[config.mk]
export PLATFORM = sky130hd
export DESIGN_NAME = pageUseTracker
export DESIGN_NICKNAME = d
export VERILOG_FILES = /design/src/rtl/pageUseTrackerPkg.sv /design/src/rtl/pageUseCtrl.sv /design/src/rtl/pageUseData.sv /design/src/rtl/pageUseTracker.sv
export SDC_FILE = /design/constraint.sdc
export NUM_CORES = 1
export LEC_CHECK = 0
export ABC_AREA = 0
export BUFFER_PORTS_ARGS = -buffer_cell sky130_fd_sc_hd__clkbuf_2
export CAP_MARGIN = 25
export CORE_ASPECT_RATIO = 1.4
export CORE_MARGIN = 8
export CORE_UTILIZATION = 40
export DETAILED_ROUTE_END_ITERATION = 16
export MAX_ROUTING_LAYER = met4
export PLACE_DENSITY_LB_ADDON = 0.05
export SYNTH_ARGS = -nofsm -noshare
export SYNTH_HDL_FRONTEND = slang
export SYNTH_SLANG_ARGS = --single-unit
[constraint.sdc]
create_clock -name clk -period 5.5 [get_ports clk]
set_input_delay 0.275 -clock clk [delete_from_list [all_inputs] [get_ports clk]]
set_output_delay 0.275 -clock clk [all_outputs]
set_load 0.03 [all_outputs]
[src/rtl/pageUseTrackerPkg.sv]
package pageUseTrackerPkg;

  localparam int PAGE_W = 8;
  localparam int SLOT_W = 8;

  typedef struct packed {
    logic              hwAcc;
    logic              hwDir;
    logic              accWr;
    logic              dirWr;
    logic              accClr;
    logic              dirClr;
    logic              rdEn;
    logic              rdDirty;
    logic [SLOT_W-1:0] wordIdx;
  } trackStrobe_t;

endpackage

[src/rtl/pageUseCtrl.sv]
module pageUseCtrl
  import pageUseTrackerPkg::*;
#(
  parameter int NWORDS   = 4,
  parameter int ACC_BASE = 8'h80
) (
  input  logic              clk,
  input  logic              rstN,
  input  logic              hitStrobe,
  input  logic              hitWrite,
  input  logic              mappedUser,
  input  logic              protFault,
  input  logic              busSel,
  input  logic              busWrite,
  input  logic [PAGE_W-1:0] busPage,
  output trackStrobe_t      st,
  output logic [1:0]        busAckN
);

  localparam logic [PAGE_W-1:0] ACC_LO  = PAGE_W'(ACC_BASE);
  localparam logic [PAGE_W-1:0] ACC_CLR = PAGE_W'(ACC_BASE + NWORDS);
  localparam logic [PAGE_W-1:0] DIR_LO  = PAGE_W'(ACC_BASE + NWORDS + 1);
  localparam logic [PAGE_W-1:0] DIR_CLR = PAGE_W'(ACC_BASE + 2 * NWORDS + 1);

  logic inAcc, inDir, inRange, hitOk, ackQ;

  always_comb begin
    inAcc   = (busPage >= ACC_LO) && (busPage < ACC_CLR);
    inDir   = (busPage >= DIR_LO) && (busPage < DIR_CLR);
    inRange = (busPage >= ACC_LO) && (busPage <= DIR_CLR);
    hitOk   = hitStrobe && mappedUser && !protFault;

    st         = '0;
    st.hwAcc   = hitOk;
    st.hwDir   = hitOk && hitWrite;
    st.accWr   = busSel && busWrite && inAcc;
    st.dirWr   = busSel && busWrite && inDir;
    st.accClr  = busSel && busWrite && (busPage == ACC_CLR);
    st.dirClr  = busSel && busWrite && (busPage == DIR_CLR);
    st.rdEn    = busSel && !busWrite && (inAcc || inDir);
    st.rdDirty = inDir;
    st.wordIdx = inDir ? SLOT_W'(busPage - DIR_LO) : SLOT_W'(busPage - ACC_LO);
  end

  always_ff @(posedge clk) begin
    if (!rstN) ackQ <= 1'b0;
    else       ackQ <= busSel && inRange;
  end

  assign busAckN = {2{~ackQ}};

  AST_ACK_NEEDS_SEL: assert property (@(posedge clk) disable iff (!rstN)
    !busSel |=> busAckN == 2'b11);

  AST_ACK_PAIRED: assert property (@(posedge clk) disable iff (!rstN)
    busAckN[0] == busAckN[1]);

endmodule

[src/rtl/pageUseData.sv]
module pageUseData
  import pageUseTrackerPkg::*;
#(
  parameter int ENTRIES = 64,
  parameter int WORD_W  = 16,
  localparam int NWORDS = ENTRIES / WORD_W,
  localparam int IDX_W  = $clog2(ENTRIES)
) (
  input  logic              clk,
  input  logic              rstN,
  input  trackStrobe_t      st,
  input  logic [IDX_W-1:0]  hitIndex,
  input  logic [WORD_W-1:0] busWData,
  output logic [WORD_W-1:0] busRData
);

  logic [ENTRIES-1:0] accVec, dirVec, accNext, dirNext;
  logic [WORD_W-1:0]  accWordNext [NWORDS];
  logic [WORD_W-1:0]  dirWordNext [NWORDS];
  logic [WORD_W-1:0]  rdWord;

  for (genvar w = 0; w < NWORDS; w++) begin : gWord
    logic accLoad, dirLoad;
    assign accLoad = st.accWr && (st.wordIdx == SLOT_W'(w));
    assign dirLoad = st.dirWr && (st.wordIdx == SLOT_W'(w));

    always_comb begin
      accWordNext[w] = accVec[w*WORD_W +: WORD_W];
      if (st.accClr) accWordNext[w] = '0;
      if (accLoad)   accWordNext[w] = busWData;
      for (int b = 0; b < WORD_W; b++)
        if (st.hwAcc && (hitIndex == IDX_W'(w*WORD_W + b))) accWordNext[w][b] = 1'b1;

      dirWordNext[w] = dirVec[w*WORD_W +: WORD_W];
      if (st.dirClr) dirWordNext[w] = '0;
      if (dirLoad)   dirWordNext[w] = busWData;
      for (int b = 0; b < WORD_W; b++)
        if (st.hwDir && (hitIndex == IDX_W'(w*WORD_W + b))) dirWordNext[w][b] = 1'b1;
    end

    assign accNext[w*WORD_W +: WORD_W] = accWordNext[w];
    assign dirNext[w*WORD_W +: WORD_W] = dirWordNext[w];
  end

  always_comb begin
    rdWord = '0;
    for (int w = 0; w < NWORDS; w++)
      if (st.wordIdx == SLOT_W'(w))
        rdWord = st.rdDirty ? dirVec[w*WORD_W +: WORD_W] : accVec[w*WORD_W +: WORD_W];
  end

  always_ff @(posedge clk) begin
    if (!rstN) begin
      accVec   <= '0;
      dirVec   <= '0;
      busRData <= '0;
    end else begin
      accVec   <= accNext;
      dirVec   <= dirNext;
      busRData <= st.rdEn ? rdWord : '0;
    end
  end

  AST_REF_SET: assert property (@(posedge clk) disable iff (!rstN)
    st.hwAcc |=> accVec[$past(hitIndex)]);

  AST_MOD_SET: assert property (@(posedge clk) disable iff (!rstN)
    st.hwDir |=> dirVec[$past(hitIndex)]);

  AST_REF_QUIET: assert property (@(posedge clk) disable iff (!rstN)
    (!st.hwAcc && !st.accWr && !st.accClr) |=> $stable(accVec));

  AST_MOD_QUIET: assert property (@(posedge clk) disable iff (!rstN)
    (!st.hwDir && !st.dirWr && !st.dirClr) |=> $stable(dirVec));

  AST_REF_CLEARED: assert property (@(posedge clk) disable iff (!rstN)
    (st.accClr && !st.hwAcc && !st.accWr) |=> accVec == '0);

  AST_MOD_CLEARED: assert property (@(posedge clk) disable iff (!rstN)
    (st.dirClr && !st.hwDir && !st.dirWr) |=> dirVec == '0);

endmodule

[src/rtl/pageUseTracker.sv]
module pageUseTracker
  import pageUseTrackerPkg::*;
#(
  parameter int ENTRIES  = 64,
  parameter int WORD_W   = 16,
  parameter int ACC_BASE = 8'h80,
  localparam int NWORDS  = ENTRIES / WORD_W,
  localparam int IDX_W   = $clog2(ENTRIES)
) (
  input  logic              clk,
  input  logic              rstN,
  input  logic              hitStrobe,
  input  logic [IDX_W-1:0]  hitIndex,
  input  logic              hitWrite,
  input  logic              mappedUser,
  input  logic              protFault,
  input  logic              busSel,
  input  logic              busWrite,
  input  logic [7:0]        busPage,
  input  logic [WORD_W-1:0] busWData,
  output logic [WORD_W-1:0] busRData,
  output logic [1:0]        busAckN
);

  trackStrobe_t st;

  pageUseCtrl #(.NWORDS(NWORDS), .ACC_BASE(ACC_BASE)) uCtrl (
    .clk(clk), .rstN(rstN),
    .hitStrobe(hitStrobe), .hitWrite(hitWrite),
    .mappedUser(mappedUser), .protFault(protFault),
    .busSel(busSel), .busWrite(busWrite), .busPage(busPage),
    .st(st), .busAckN(busAckN)
  );

  pageUseData #(.ENTRIES(ENTRIES), .WORD_W(WORD_W)) uData (
    .clk(clk), .rstN(rstN), .st(st), .hitIndex(hitIndex),
    .busWData(busWData), .busRData(busRData)
  );

endmodule

# After elaboration in Yosys (flattened, before gate mapping)
# Cells that the tools add are included.
[totals]
ff_bits = 145
latchBits = 0
ram_bits = 0
mem_bits_ro = 0
memories = 0
[classes]
n_addsub = 2
n_mul = 0
n_div = 0
order_cmp = 5
eq_ne = 68
shift = 0
n_mux = 147
n_bitwise = 1
n_reduce_logical = 284
[op_table]
columns = ["operator", "count"]
rows = [
  ["$reduce_bool A3 Y1", 128],
  ["$mux W16", 18],
  ["$eq A6 B6 Y1 const B", 32],
  ["$logic_and A1 B1 Y1", 150],
  ["$mux W1", 128],
  ["$eq A6 B5 Y1 const B", 16],
  ["$eq A6 B4 Y1 const B", 8],
  ["$eq A6 B3 Y1 const B", 4],
  ["$eq A8 B2 Y1 const B", 2],
  ["$eq A8 B8 Y1 const B", 2],
  ["$ge A8 B8 Y1 const B", 2],
  ["$lt A8 B8 Y1 const B", 2],
  ["$sub A8 B8 Y8 const B", 2],
  ["$eq A6 B2 Y1 const B", 2],
  ["$eq A8 B1 Y1 const B", 1],
  ["$le A8 B8 Y1 const B", 1],
  ["$logic_not A8 Y1", 1],
  ["$mux W8", 1],
  ["$eq A6 B1 Y1 const B", 1],
  ["$logic_not A6 Y1", 1],
  ["$logic_not A1 Y1", 2],
  ["$reduce_and A2 Y1", 1],
  ["$logic_or A1 B1 Y1", 1],
  ["$not A1 Y1", 1],
]

# Depth between registers and ports, before layout
# Gate-level depths: netlist of the first run.
[logic_depth]
depth_word = 8
ltp_mapped = 11
mapped_depth_nobuf = 8

# Modules after synthesis
# A second synthesis of the first run with hierarchy kept.
[hier_totals]
cells_unflattened = 1146
area_unflattened_um2 = 9231.4
[modules_own_cells]
columns = ["module", "instances", "cells_per_inst", "area_per_inst_um2", "seq_area_each_um2"]
rows = [
  ["pageUseData", 1, 1099, 8922.3, 2882.8],
  ["pageUseCtrl", 1, 47, 309.0, 20.0],
]

# Worst setup path after synthesis of the first run
# No wires, ideal clock.
[synth_path]
path_type = "in2reg"
from = "input port busPage[0]"
to = "register uData.busRData[0]"
arrival_ns = 2.063
required_time_ns = 5.371
slack_ns = 3.308
cell_stages = 9
n_path_buf = 2
cell_sequence = "inv_2 > ha_1 > buf_4 > and2b_1 > o21ai_2 > nand2_1 > clkbuf_1 > mux2i_1 > o32ai_2"
[synth_via]
elab_chain_cells = 8
word_cells_on_any_way = 24
[synth_rtl]
columns = ["element", "line", "rtl"]
rows = [
  ["start, declared", "pageUseTracker.sv:19", "input logic [7:0] busPage,"],
  ["$ge A8 B8 Y1 / $lt A8 B8 Y1 (equally long branches)", "pageUseCtrl.sv:29", "inDir = (busPage >= DIR_LO) && (busPage < DIR_CLR);"],
  ["$logic_and A1 B1 Y1", "pageUseCtrl.sv:29", ""],
  ["$mux W8", "pageUseCtrl.sv:42", "st.wordIdx = inDir ? SLOT_W'(busPage - DIR_LO) : SLOT_W'(busPage - ACC_LO);"],
  ["$logic_not A8 Y1", "pageUseData.sv:48", "if (st.wordIdx == SLOT_W'(w))"],
  ["$mux W16 (4 in a row)", "pageUseData.sv:48", ""],
  ["end signal, assigned", "pageUseData.sv:60", "busRData <= st.rdEn ? rdWord : '0;"],
  ["end, declared", "pageUseData.sv:14", "output logic [WORD_W-1:0] busRData"],
]
# Parallel ways exist; a longest one is shown, timed or not.
# A chain may end at the register's enable or synchronous reset.

# Worst setup path after layout of the first run
[layout_path]
from = "input port busPage[0]"
to = "register uData.dirVec[39]"
[layout_via]
elab_chain_cells = 7
word_cells_on_any_way = 14
[layout_rtl]
columns = ["element", "line", "rtl"]
rows = [
  ["$ge A8 B8 Y1 / $lt A8 B8 Y1 (equally long branches)", "pageUseCtrl.sv:29", ""],
  ["$logic_and A1 B1 Y1", "pageUseCtrl.sv:29", ""],
  ["$mux W8", "pageUseCtrl.sv:42", ""],
  ["$eq A8 B2 Y1", "pageUseData.sv:25", "assign dirLoad = st.dirWr && (st.wordIdx == SLOT_W'(w));"],
  ["$logic_and A1 B1 Y1", "pageUseData.sv:25", ""],
  ["$mux W16", "pageUseData.sv:36", "if (dirLoad) dirWordNext[w] = busWData;"],
  ["$mux W1", "pageUseData.sv:38", "if (st.hwDir && (hitIndex == IDX_W'(w*WORD_W + b))) dirWordNext[w][b] = 1'b1;"],
  ["end signal, assigned", "pageUseData.sv:59", "dirVec <= dirNext;"],
  ["end, declared", "pageUseData.sv:17", "logic [ENTRIES-1:0] accVec, dirVec, accNext, dirNext;"],
]
# Parallel ways exist; a longest one is shown, timed or not.

==> results of run 1 <==
flip-flops by register name, summed over array words and instances, names as in the netlist:
name	flops
uData.busRData	16
uData.accVec	64
uData.dirVec	64
uCtrl.ackQ	1
routing by layer:
layer	wire length, um	vias up	track usage (%)	part of all wire (%)
met2	14400	263	38.5	48
met3	1480	44	3.53	4.9
met4	612	0	8.20	2.0
met1	13600	3829	32.5	45
li1	-	3677	-	-
met5	0	-	-	0
power groups by stage:
stage	Sequential, mW	Combinational (mW)	Clock, mW
floorplan	1.08	0.120	0
global placement	1.08	0.206	0
detailed placement	1.08	0.204	0
CTS	1.05	0.205	1.33
global route	1.05	0.223	1.38
finish	1.05	0.211	1.31
worst max-delay path, stage by stage:
cell and delay, ns:
clkbuf_2 0.32, inv_2 0.19, ha_1 0.34, o21bai_1 0.25, o21a_1 0.44, buf_8 0.26, nor3_4 0.62, nand2_2 0.57
and3_1 0.37, o31a_1 0.23
cell families (layout without fill, tap and decap cells):
group / after synthesis / in the layout / synth area share, %
DFF: 145 / 145 / 36.1
muxes: 16 / 16 / 1.99
AOI/OAI and AO/OA: 340 / 340 / 33.2
adders and majority gates: 2 / 2 / 0.311
buffers and inverters: 98 / 117 / 5.42
and+or+nand+nor: 371 / 371 / 22.9
through the flow:
step,util [%],hold WS [ns]
after floorplan,-,0.415
after global placement,42.4,0.451
after detailed placement,42.6,0.457
after CTS,45.9,0.162
after global routing,46.0,0.182
final,46.0,0.178
placed cells by master (no fill, tap or decap), types with 4 or more instances in the layout:
master and instances:
clkbuf_16 17, bufinv_16 5, a21boi_0 38, dfxtp_1 145, nor2_1 134, nand3_1 76
a21oi_1 51, nor3_1 6, and3_1 33, a21boi_1 58, nor2b_1 4, nand3b_1 17
o32ai_1 6, buf_4 22, o32ai_2 11, mux2i_1 16, a221oi_1 16, a31oi_1 17
nand2b_1 6, clkbuf_2 54, nand2_1 66, nor3_2 4, a32oi_1 64, o22a_1 16
o22ai_1 17, o31a_1 32
worst max path at each step:
| stage | startpoint | endpoint | slack (ns) | cells after the start |
|---|---|---|---|---|
| after floorplan | busPage[0] | uData.busRData[0] | 3.31 | 9 |
| after global placement | busPage[0] | uData.dirVec[45] | 1.51 | 9 |
| after detailed placement | busPage[0] | uData.dirVec[43] | 1.44 | 9 |
| after CTS | busPage[0] | uData.dirVec[39] | 1.87 | 9 |
| after global routing | busPage[0] | uData.dirVec[47] | 1.67 | 10 |
| final | busPage[0] | uData.dirVec[39] | 1.90 | 10 |
layout make-up:
type	instances	area (um^2)
clock buffers	20	457
clock inverters	12	204
fillers	1999	10700
inverters	6	22.5
multi-input cells	729	4710
flip-flops and latches	145	2900
well taps	252	315
repair buffers	79	477
==> qor.csv, run 1 <==
stage;metric;value;unit
yosys;Primary FF master, synth;dfxtp_1;
pwr;power per cell area;283;nW/um^2
yosys;most common cell in the netlist;dfxtp_1;
clock_network;post-cts resize count;0;
finish;Final Cell Area;9090;um^2
clock_network;Post-CTS Setup Bufs;0;
hold_path;Hold Crit Class;in2reg;
floorplan;I/O pin count;56;
global_route;first-pass GRT wire length;46100;um
place;RD Place Congestion;0.853;
yosys;Cells after Synth;972;
timing;min cycle time layout;3.60;ns
floorplan;site row count;61;
hold_path;Hold Path Origin;busSel;
flow_run;max cap viols;0;
pwr;Net Sw Frac;24.5;%
finish;synthesis-to-layout area growth;13.2;%
place;worst slack, placed;1.44;ns
floorplan;Chip Height;184;um
clock_network;CTS clk-pin slew, worst paths;0.07;ns
global_route;GR Overflow Total;0;
worst_setup_path;r2r worst-path depth;4;
pwr;Leakage;3.09;nW
timing;final setup fails;0;
drt;Avg WL per Cell;24.2;um
clock_network;worst-skew pair later-pin latency;0.42;ns
timing;final worst path period share;65.4;%
global_route;initial antenna violation count;0;
worst_setup_path;critical path fanouts, max;32;
drt;Vias;7813;
pwr;Clk pwr share;51.0;%
global_route;vias in the first global route;7598;
worst_setup_path;Setup crit end kind;flip-flop;
yosys;cell taking the most area after synthesis;dfxtp_1;
clock_network;Hold Buf Count CTS;0;
pwr;Seq pwr share;40.8;%
worst_setup_path;Worst Path Arrival;3.90;ns
timing;Max Clock Skew;0.00719;ns
worst_setup_path;Worst R2R Setup Slack;4.09;ns
pwr;Gate power share;8.2;%
drt;first drt pass iteration count;5;
worst_setup_path;reg-to-reg startpoint;uData.accVec[19];
timing;Fmax;0.278;GHz
timing;setup TNS;0;ns
drt;Post-DRT Antenna Nets;0;
timing;final worst setup slack;1.90;ns
pwr;Design Power;2.58;mW
yosys;warnings from Yosys;0;
clock_network;# clock sinks;145;
floorplan;Die X;136;um
place;area post-placement;8420;um^2
place;count of input and output buffers;55;
yosys;Synth area leaders;dfxtp_1 (36%), a32oi_1 (7.0%), nor2_1 (6.3%);
clock_network;CTS Buf Count;17;
yosys;mapped cell area;8030;um^2
drt;DRT Wirelength;30100;um
drt;Vias/cell;6.29;
yosys;top cells by count, synth;dfxtp_1 (145), nor2_1 (134), nand3_1 (77), nand2_1 (66), a32oi_1 (64);
clock_network;CTS root buf;clkbuf_16;
pwr;Pint;1.95;mW
place;DP Cell Count;1210;
worst_setup_path;Crit Reg-Reg Endpoint;uData.busRData[3];
timing;Worst Tran Pin Value;1.08;ns
clock_network;Max clock buf depth;2;
yosys;post-synth cell types;55;
finish;Layout Nets;1018;
run_status;outcome;completed;
worst_setup_path;CP Launch Type;input pin;
yosys;EDFF count, synth;0;
yosys;Async S/R FF share, synth;0;%
drt;DRC violation total after the first TritonRoute iteration;637;
floorplan;die area;24900;um^2
yosys;Mean Syn Cell Area;8.26;um^2
floorplan;Initial Util;40.6;%
yosys;share of the synthesized area in the top cell type;36.1;%
yosys;sequential cell area fraction in the yosys report;36.1;%
place;Post-DP HPWL;18600;um
hold_path;Endpoint, Worst Hold;uCtrl.ackQ;
clock_network;CTS tree;built;
drt;DRC Markers;0;
pwr;NetSw;0.630;mW
timing;Hold Fails Final Rpt;0;
worst_setup_path;Worst Path Required;5.80;ns
yosys;Synthesized Nets;1012;
yosys;#FFs+latches synth;145;
pwr;Peak VDD IR;0.201;mV
timing;RSZ-0062 raised after global routing;false;
global_route;largest net degree at the start of global routing;94;
floorplan;core area;19800;um^2
timing;Final Max Slew Viols;0;
timing;Slew HR;27.8;%
clock_network;H-tree depth;4;
finish;fraction of layout cells with a size suffix above 1;14.6;%
global_route;Tot GR Track Use;24.8;%
worst_setup_path;WS Path Type;in2reg;
finish;Post-Layout Cell Count;1243;
hold_path;number of cells on the worst hold path;3;
finish;number of diodes;0;
No activity file was read; power rests on OpenSTA's default activity.
==> run 2, diff against run 1 <==
==> constraint.sdc (replaced) <==
create_clock -name clk -period 3.1 [get_ports clk]
set_input_delay 0.155 -clock clk [delete_from_list [all_inputs] [get_ports clk]]
set_output_delay 0.155 -clock clk [all_outputs]
set_load 0.03 [all_outputs]
==> run 2 against run 1 <==
  * Sequential power is 78% higher
  * Wire length is 3.8% lower
  * Largest power group unchanged
  * Largest cell class unchanged
  * Clock-buffer cell count is 2 higher
  * Global-route usage is 1.0 points lower
  * Highest routed layer unchanged
  * Final cell count is 0.97% higher
  * Die area stayed put
  * Critical path type unchanged
  * Hold slack worse by 0.13 ns
==> qor.csv, run 2 (same netlist as run 1, synthesis figures left out) <==
stage;metric;value;unit;change
run_status;outcome;completed;;
pwr;Peak VDD IR;0.338;mV;+68%
finish;most common cell after layout, fill and taps aside;dfxtp_1;;
floorplan;I/O pin count;56;;unchanged
finish;Fillers;1990;;-0.45%
worst_setup_path;reg-to-reg startpoint;uData.accVec[17];;
place;count of input and output buffers;55;;unchanged
drt;Vias;7810;;-0.038%
timing;setup TNS;0;ns;unchanged
pwr;Leakage;3.13;nW;+1.2%
drt;DRC Markers;0;;unchanged
worst_setup_path;Setup crit end kind;flip-flop;;
global_route;Tot GR Track Use;23.8;%;-1.0 points
worst_setup_path;Crit Reg-Reg Endpoint;uData.busRData[1];;
finish;fraction of layout cells with a size suffix above 1;15.6;%;+0.92 points
drt;Avg WL per Cell;23.1;um;-4.7%
clock_network;CTS tree;built;;
timing;Final Max Slew Viols;0;;unchanged
worst_setup_path;r2r worst-path depth;4;;unchanged
clock_network;# clock sinks;145;;unchanged
worst_setup_path;Worst R2R Setup Slack;1.82;ns;-2.27 ns
finish;Layout Nets;1031;;+1.3%
floorplan;Die X;136;um;unchanged
clock_network;Max clock buf depth;2;;unchanged
floorplan;site row count;61;;unchanged
drt;DRC violation total after the first TritonRoute iteration;669;;+5.0%
floorplan;Initial Util;40.6;%;unchanged
worst_setup_path;WS Path Type;in2reg;;
finish;biggest regs;uData.accVec x64, uData.dirVec x64, uData.busRData x16;;
clock_network;worst-skew pair later-pin latency;0.42;ns;about the same
clock_network;post-cts resize count;0;;unchanged
clock_network;Hold Buf Count CTS;0;;unchanged
global_route;largest net degree at the start of global routing;111;;+18%
timing;Fmax;0.432;GHz;
hold_path;Hold Path Origin;busSel;;
clock_network;Post-CTS Setup Bufs;0;;unchanged
global_route;vias in the first global route;7606;;+0.11%
floorplan;die area;24900;um^2;unchanged
clock_network;CTS root buf;clkbuf_16;;
pwr;power per cell area;479;nW/um^2;+69%
floorplan;Chip Height;184;um;unchanged
hold_path;number of cells on the worst hold path;3;;unchanged
global_route;initial antenna violation count;0;;unchanged
drt;DRT Wirelength;29000;um;-3.8%
timing;Slew HR;30.5;%;+2.7 points
clock_network;CTS clk-pin slew, worst paths;0.06;ns;about the same
timing;Max Clock Skew;0.0101;ns;+0.00290 ns
finish;synthesis-to-layout area growth;13.9;%;
hold_path;Endpoint, Worst Hold;uCtrl.ackQ;;
timing;final setup fails;0;;unchanged
finish;commonest non-fill, non-tap cells in the layout;dfxtp_1 (145), nor2_1 (134), nand3_1 (76), nand2_1 (66), a32oi_1 (64);;
worst_setup_path;Worst Path Required;3.41;ns;-2.39 ns
drt;first drt pass iteration count;6;;+1
timing;min cycle time layout;2.31;ns;
worst_setup_path;critical path fanouts, max;32;;unchanged
clock_network;CTS Buf Count;17;;unchanged
floorplan;core area;19800;um^2;unchanged
global_route;GR Overflow Total;0;;unchanged
place;worst slack, placed;0.415;ns;-1.03 ns
global_route;first-pass GRT wire length;45500;um;-1.5%
timing;RSZ-0062 raised after global routing;false;;
worst_setup_path;Worst Path Arrival;2.62;ns;-1.28 ns
flow_run;max cap viols;0;;unchanged
timing;Worst Tran Pin Value;1.04;ns;-0.0400 ns
clock_network;H-tree depth;4;;unchanged
drt;Vias/cell;6.22;;-0.99%
timing;Hold Fails Final Rpt;0;;unchanged
finish;number of diodes;0;;unchanged
timing;final worst path period share;74.7;%;
hold_path;Hold Crit Class;in2reg;;
worst_setup_path;CP Launch Type;input pin;;
drt;Post-DRT Antenna Nets;0;;unchanged
timing;final worst setup slack;0.786;ns;-1.12 ns
place;Post-DP HPWL;19200;um;+3.2%
place;RD Place Congestion;0.828;;-2.9%
==> run 2: cell types whose count changed in the layout (fill, tap and decap cells not counted) <==
cell	delta
buf_4	+14
buf_8	-2
bufinv_16	-2
inv_6	-2
buf_12	+1
buf_16	+1
buf_6	-1
clkbuf_1	+1
clkbuf_8	+1
clkinv_2	+1
==> run 2: layout make-up <==
| type | instances | area (um^2) | area share (%) |
|---|---|---|---|
| Sequential cell | 145 | 2900 | 31.7 |
| Clock inverter | 9 | 131 | 1.44 |
| Clock buffer | 22 | 474 | 5.18 |
| Timing Repair Buffer | 92 | 588 | 6.43 |
| Inverter | 6 | 22.5 | 0.246 |
| Tap cell | 252 | 315 | 3.45 |
| Multi-Input combinational cell | 729 | 4710 | 51.5 |
==> run 2: power breakdown <==
group / switching [mW] / internal (mW) / leakage, nW / total (mW)
registers: 0.00169 / 1.87 / 1.17 / 1.87
clock network: 0.816 / 1.33 / 0.300 / 2.14
logic: 0.256 / 0.112 / 1.66 / 0.368
==> run 2: how the worst max path moves through the flow <==
stage | startpoint | endpoint | depth (start not counted) | slack [ns]
final | busPage[1] | uData.dirVec[46] | 9 | 0.79
after global routing | busPage[1] | uData.busRData[7] | 9 | 0.60
after CTS | busPage[1] | uData.busRData[6] | 9 | 0.85
after detailed placement | busPage[1] | uData.busRData[3] | 8 | 0.41
after global placement | busPage[1] | uData.busRData[12] | 9 | 0.44
after floorplan | busPage[0] | uData.busRData[0] | 9 | 1.03
==> run 2: layer usage <==
layer  track usage [%]  wire length [um]  up-vias
li1                  -                 -     3694
met1              32.3             13600     3832
met2              35.9             13600      255
met3              3.58              1450       29
met4              6.60               343        0
met5                 -                 0        -
==> run 2: worst max-delay path, stage by stage <==
cell and delay, ns:
clkbuf_2 0.11, inv_1 0.16, ha_1 0.37, and2b_1 0.27
o22ai_1 0.12, o32ai_2 0.29, nand2_2 0.50, and3_1 0.38
o31a_1 0.24
==> run 2: per-stage QoR <==
| stage | cell area, um^2 | power, mW | utilization, % | std cells | hold slack (ns) |
|---|---|---|---|---|---|
| 6_report | 9150 | 4.38 | 46.3 | 1255 | 0.0480 |
| 5_1_grt | 9150 | 4.51 | 46.3 | 1255 | 0.0519 |
| 4_1_cts | 9120 | 4.40 | 46.1 | 1254 | 0.0400 |
| 3_5_place_dp | 8520 | 2.27 | 43.1 | 1223 | 0.456 |
| 3_3_place_gp | 8520 | 2.27 | 43.1 | 1223 | 0.449 |
| 2_1_floorplan | 8030 | 2.12 | - | 972 | 0.295 |
==> run 3, diff against run 2 <==
--- a/config.mk
+++ b/config.mk
@@ -5,7 +5,7 @@
 export SDC_FILE = /design/constraint.sdc
 export NUM_CORES = 1
 export LEC_CHECK = 0
-export ABC_AREA = 0
+export ABC_AREA = 1
 export BUFFER_PORTS_ARGS = -buffer_cell sky130_fd_sc_hd__clkbuf_2
 export CAP_MARGIN = 25
 export CORE_ASPECT_RATIO = 1.4
==> constraint.sdc (replaced) <==
create_clock -name clk -period 2.11 [get_ports clk]
set_input_delay 0.1055 -clock clk [delete_from_list [all_inputs] [get_ports clk]]
set_output_delay 0.1055 -clock clk [all_outputs]
set_load 0.03 [all_outputs]
==> run 3 against run 2 <==
  * Synthesized cell count is 78% higher
  * Total power increased by 37%
  * Combinational power increased by 39%
  * Final area increased by 25%
  * Critical path depth rose by 7
  * First-iteration DRC count grew 42%
  * Largest cell class unchanged
  * Largest power group unchanged
  * Highest routed layer unchanged
==> qor.csv, run 3 <==
stage;metric;value;unit;change
pwr;Peak VDD IR;0.596;mV;+77%
worst_setup_path;critical path fanouts, max;11;;-66%
floorplan;Initial Util;40.3;%;-0.35 points
yosys;sequential cell area fraction in the yosys report;29.4;%;-6.7 points
global_route;vias in the first global route;10700;;+40%
drt;DRT Wirelength;39600;um;+37%
yosys;post-synth cell types;29;;-47%
hold_path;Endpoint, Worst Hold;uData.accVec[57];;
place;area post-placement;10900;um^2;+28%
clock_network;H-tree depth;4;;unchanged
place;Post-DP HPWL;25900;um;+35%
yosys;EDFF count, synth;0;;unchanged
timing;Fmax;0.538;GHz;
timing;final worst path period share;88.1;%;
clock_network;Hold Buf Count CTS;2;;+2
finish;commonest non-fill, non-tap cells in the layout;nand2_1 (397), nor2_1 (365), inv_1 (258), nand3_1 (162), dfxtp_1 (145);;
flow_run;max cap viols;0;;unchanged
drt;DRC Markers;0;;unchanged
finish;biggest regs;uData.accVec x64, uData.dirVec x64, uData.busRData x16;;
finish;number of diodes;0;;unchanged
finish;Post-Layout Cell Count;2107;;+68%
finish;Final Cell Area;11500;um^2;+25%
drt;Vias;11100;;+42%
floorplan;site row count;68;;+11%
pwr;Leakage;5.60;nW;+79%
place;worst slack, placed;-0.167;ns;-0.582 ns
timing;Final Max Slew Viols;0;;unchanged
worst_setup_path;Worst Path Arrival;2.19;ns;-0.43 ns
finish;synthesis-to-layout area growth;16.1;%;
drt;Post-DRT Antenna Nets;0;;unchanged
clock_network;Post-CTS Setup Bufs;0;;unchanged
yosys;Synth area leaders;dfxtp_1 (29%), nand2_1 (15%), nor2_1 (14%);;
yosys;#FFs+latches synth;145;;unchanged
yosys;Mean Syn Cell Area;5.72;um^2;-31%
global_route;GR Overflow Total;0;;unchanged
timing;Hold Fails Final Rpt;0;;unchanged
floorplan;Chip Height;202;um;+9.9%
yosys;Primary FF master, synth;dfxtp_1;;
yosys;Cells after Synth;1726;;+78%
timing;final worst setup slack;0.252;ns;-0.534 ns
clock_network;CTS Buf Count;17;;unchanged
worst_setup_path;reg-to-reg startpoint;uData.dirVec[18];;
worst_setup_path;WS Path Type;in2reg;;
yosys;Synthesized Nets;1766;;+75%
worst_setup_path;Setup crit end kind;flip-flop;;
clock_network;CTS clk-pin slew, worst paths;0.06;ns;about the same
worst_setup_path;Worst Path Required;2.45;ns;-0.96 ns
clock_network;worst-skew pair later-pin latency;0.44;ns;+0.02 ns
yosys;top cells by count, synth;nand2_1 (397), nor2_1 (366), inv_1 (259), nand3_1 (162), dfxtp_1 (145);;
floorplan;Die X;149;um;+9.6%
drt;first drt pass iteration count;5;;-1
yosys;Async S/R FF share, synth;0;%;unchanged
global_route;first-pass GRT wire length;61300;um;+35%
drt;DRC violation total after the first TritonRoute iteration;947;;+42%
drt;Avg WL per Cell;18.8;um;-19%
clock_network;Max clock buf depth;2;;unchanged
place;DP Cell Count;2075;;+70%
global_route;Tot GR Track Use;27.3;%;+3.5 points
worst_setup_path;Crit Reg-Reg Endpoint;uData.busRData[2];;
place;RD Place Congestion;0.900;;+8.7%
timing;final setup fails;0;;unchanged
global_route;initial antenna violation count;0;;unchanged
finish;fin util;46.8;%;+0.48 points
floorplan;core area;24500;um^2;+24%
clock_network;# clock sinks;145;;unchanged
global_route;largest net degree at the start of global routing;97;;-13%
hold_path;Hold Crit Class;in2reg;;
worst_setup_path;Worst R2R Setup Slack;1.06;ns;-0.76 ns
clock_network;post-cts resize count;0;;unchanged
yosys;share of the synthesized area in the top cell type;29.4;%;-6.7 points
timing;Max Clock Skew;0.00705;ns;-0.00304 ns
yosys;warnings from Yosys;0;;unchanged
place;count of input and output buffers;55;;unchanged
timing;Slew HR;38.4;%;+7.9 points
finish;most common cell after layout, fill and taps aside;nand2_1;;
hold_path;number of cells on the worst hold path;5;;+2
hold_path;Hold Path Origin;busWData[9];;
worst_setup_path;CP Launch Type;input pin;;
clock_network;CTS root buf;clkbuf_16;;
pwr;power per cell area;525;nW/um^2;+9.7%
finish;Layout Nets;1821;;+77%
yosys;most common cell in the netlist;nand2_1;;
yosys;cell taking the most area after synthesis;dfxtp_1;;
worst_setup_path;r2r worst-path depth;6;;+2
drt;Vias/cell;5.26;;-15%
floorplan;die area;30000;um^2;+20%
timing;RSZ-0062 raised after global routing;false;;
finish;fraction of layout cells with a size suffix above 1;12.0;%;-3.6 points
clock_network;CTS tree;built;;
timing;Worst Tran Pin Value;0.924;ns;-0.113 ns
timing;min cycle time layout;1.86;ns;
run_status;outcome;completed;;
yosys;mapped cell area;9870;um^2;+23%
floorplan;I/O pin count;56;;unchanged
[run 3: cell families (layout without fill, tap and decap cells)]
kind of cell | after synthesis | in the layout | synth area share, %
simple gates | 1105 | 1105 | 49.4
buf+inv | 396 | 462 | 16.8
flops | 145 | 145 | 29.4
compound gates | 78 | 78 | 4.14
fa+ha+maj | 2 | 2 | 0.253
[run 3: per-layer routing]
| layer | vias to the layer above | wire, um | GRT usage, % | share of wire, % |
|---|---|---|---|---|
| met4 | 0 | 1200 | 11.1 | 3.0 |
| met2 | 360 | 18800 | 44.2 | 47 |
| met1 | 5181 | 17300 | 33.3 | 44 |
| met3 | 71 | 2340 | 4.05 | 5.9 |
| li1 | 5476 | - | - | - |
| met5 | - | 0 | - | 0 |
[run 3: how the worst max path moves through the flow]
stage	from	to	slack (ns)	cells after the start
2_1_floorplan	busPage[0]	uData.dirVec[48]	0.20	16
3_3_place_gp	busPage[0]	uData.accVec[38]	-0.17	16
3_5_place_dp	busPage[0]	uData.accVec[38]	-0.17	16
4_1_cts	busPage[0]	uData.accVec[38]	0.27	16
5_1_grt	busPage[1]	uData.dirVec[57]	0.03	18
6_report	busPage[0]	uData.accVec[38]	0.25	16
[run 3: cell type report]
class	count	area, um^2
sequential	145	2900
inverter	266	998
clock inverter	7	37.5
clock buffer	23	468
tap	315	394
fill	2737	13000
timing repair buffer	166	1330
multi-input combinational	1185	5330
[run 3: critical path: stages]
cell and delay (ns):
clkbuf_2 0.09, buf_4 0.13, ha_1 0.21, nand2_1 0.08, nand3_1 0.11, nand4_1 0.09
buf_4 0.15, o21ai_1 0.10, nor2_4 0.18, buf_4 0.27, nand3_2 0.17, buf_4 0.23
nand2_1 0.07, nand3b_1 0.08, nand2_1 0.06, inv_1 0.05
[run 3: per-stage QoR]
step	hold slack, ns	TNS, ns	power (mW)
2_1_floorplan	0.254	0	3.08
3_3_place_gp	0.383	-10.86	3.30
3_5_place_dp	0.382	-13.29	3.30
4_1_cts	0.123	0	6.05
5_1_grt	0.177	0	6.20
6_report	0.139	0	6.01
[run 3: power by group]
group          internal [mW]  total (mW)  switching [mW]
clock network           1.54        2.76            1.22
logic                  0.131       0.512           0.381
registers               2.74        2.74         0.00171
total                   4.41        6.01            1.60
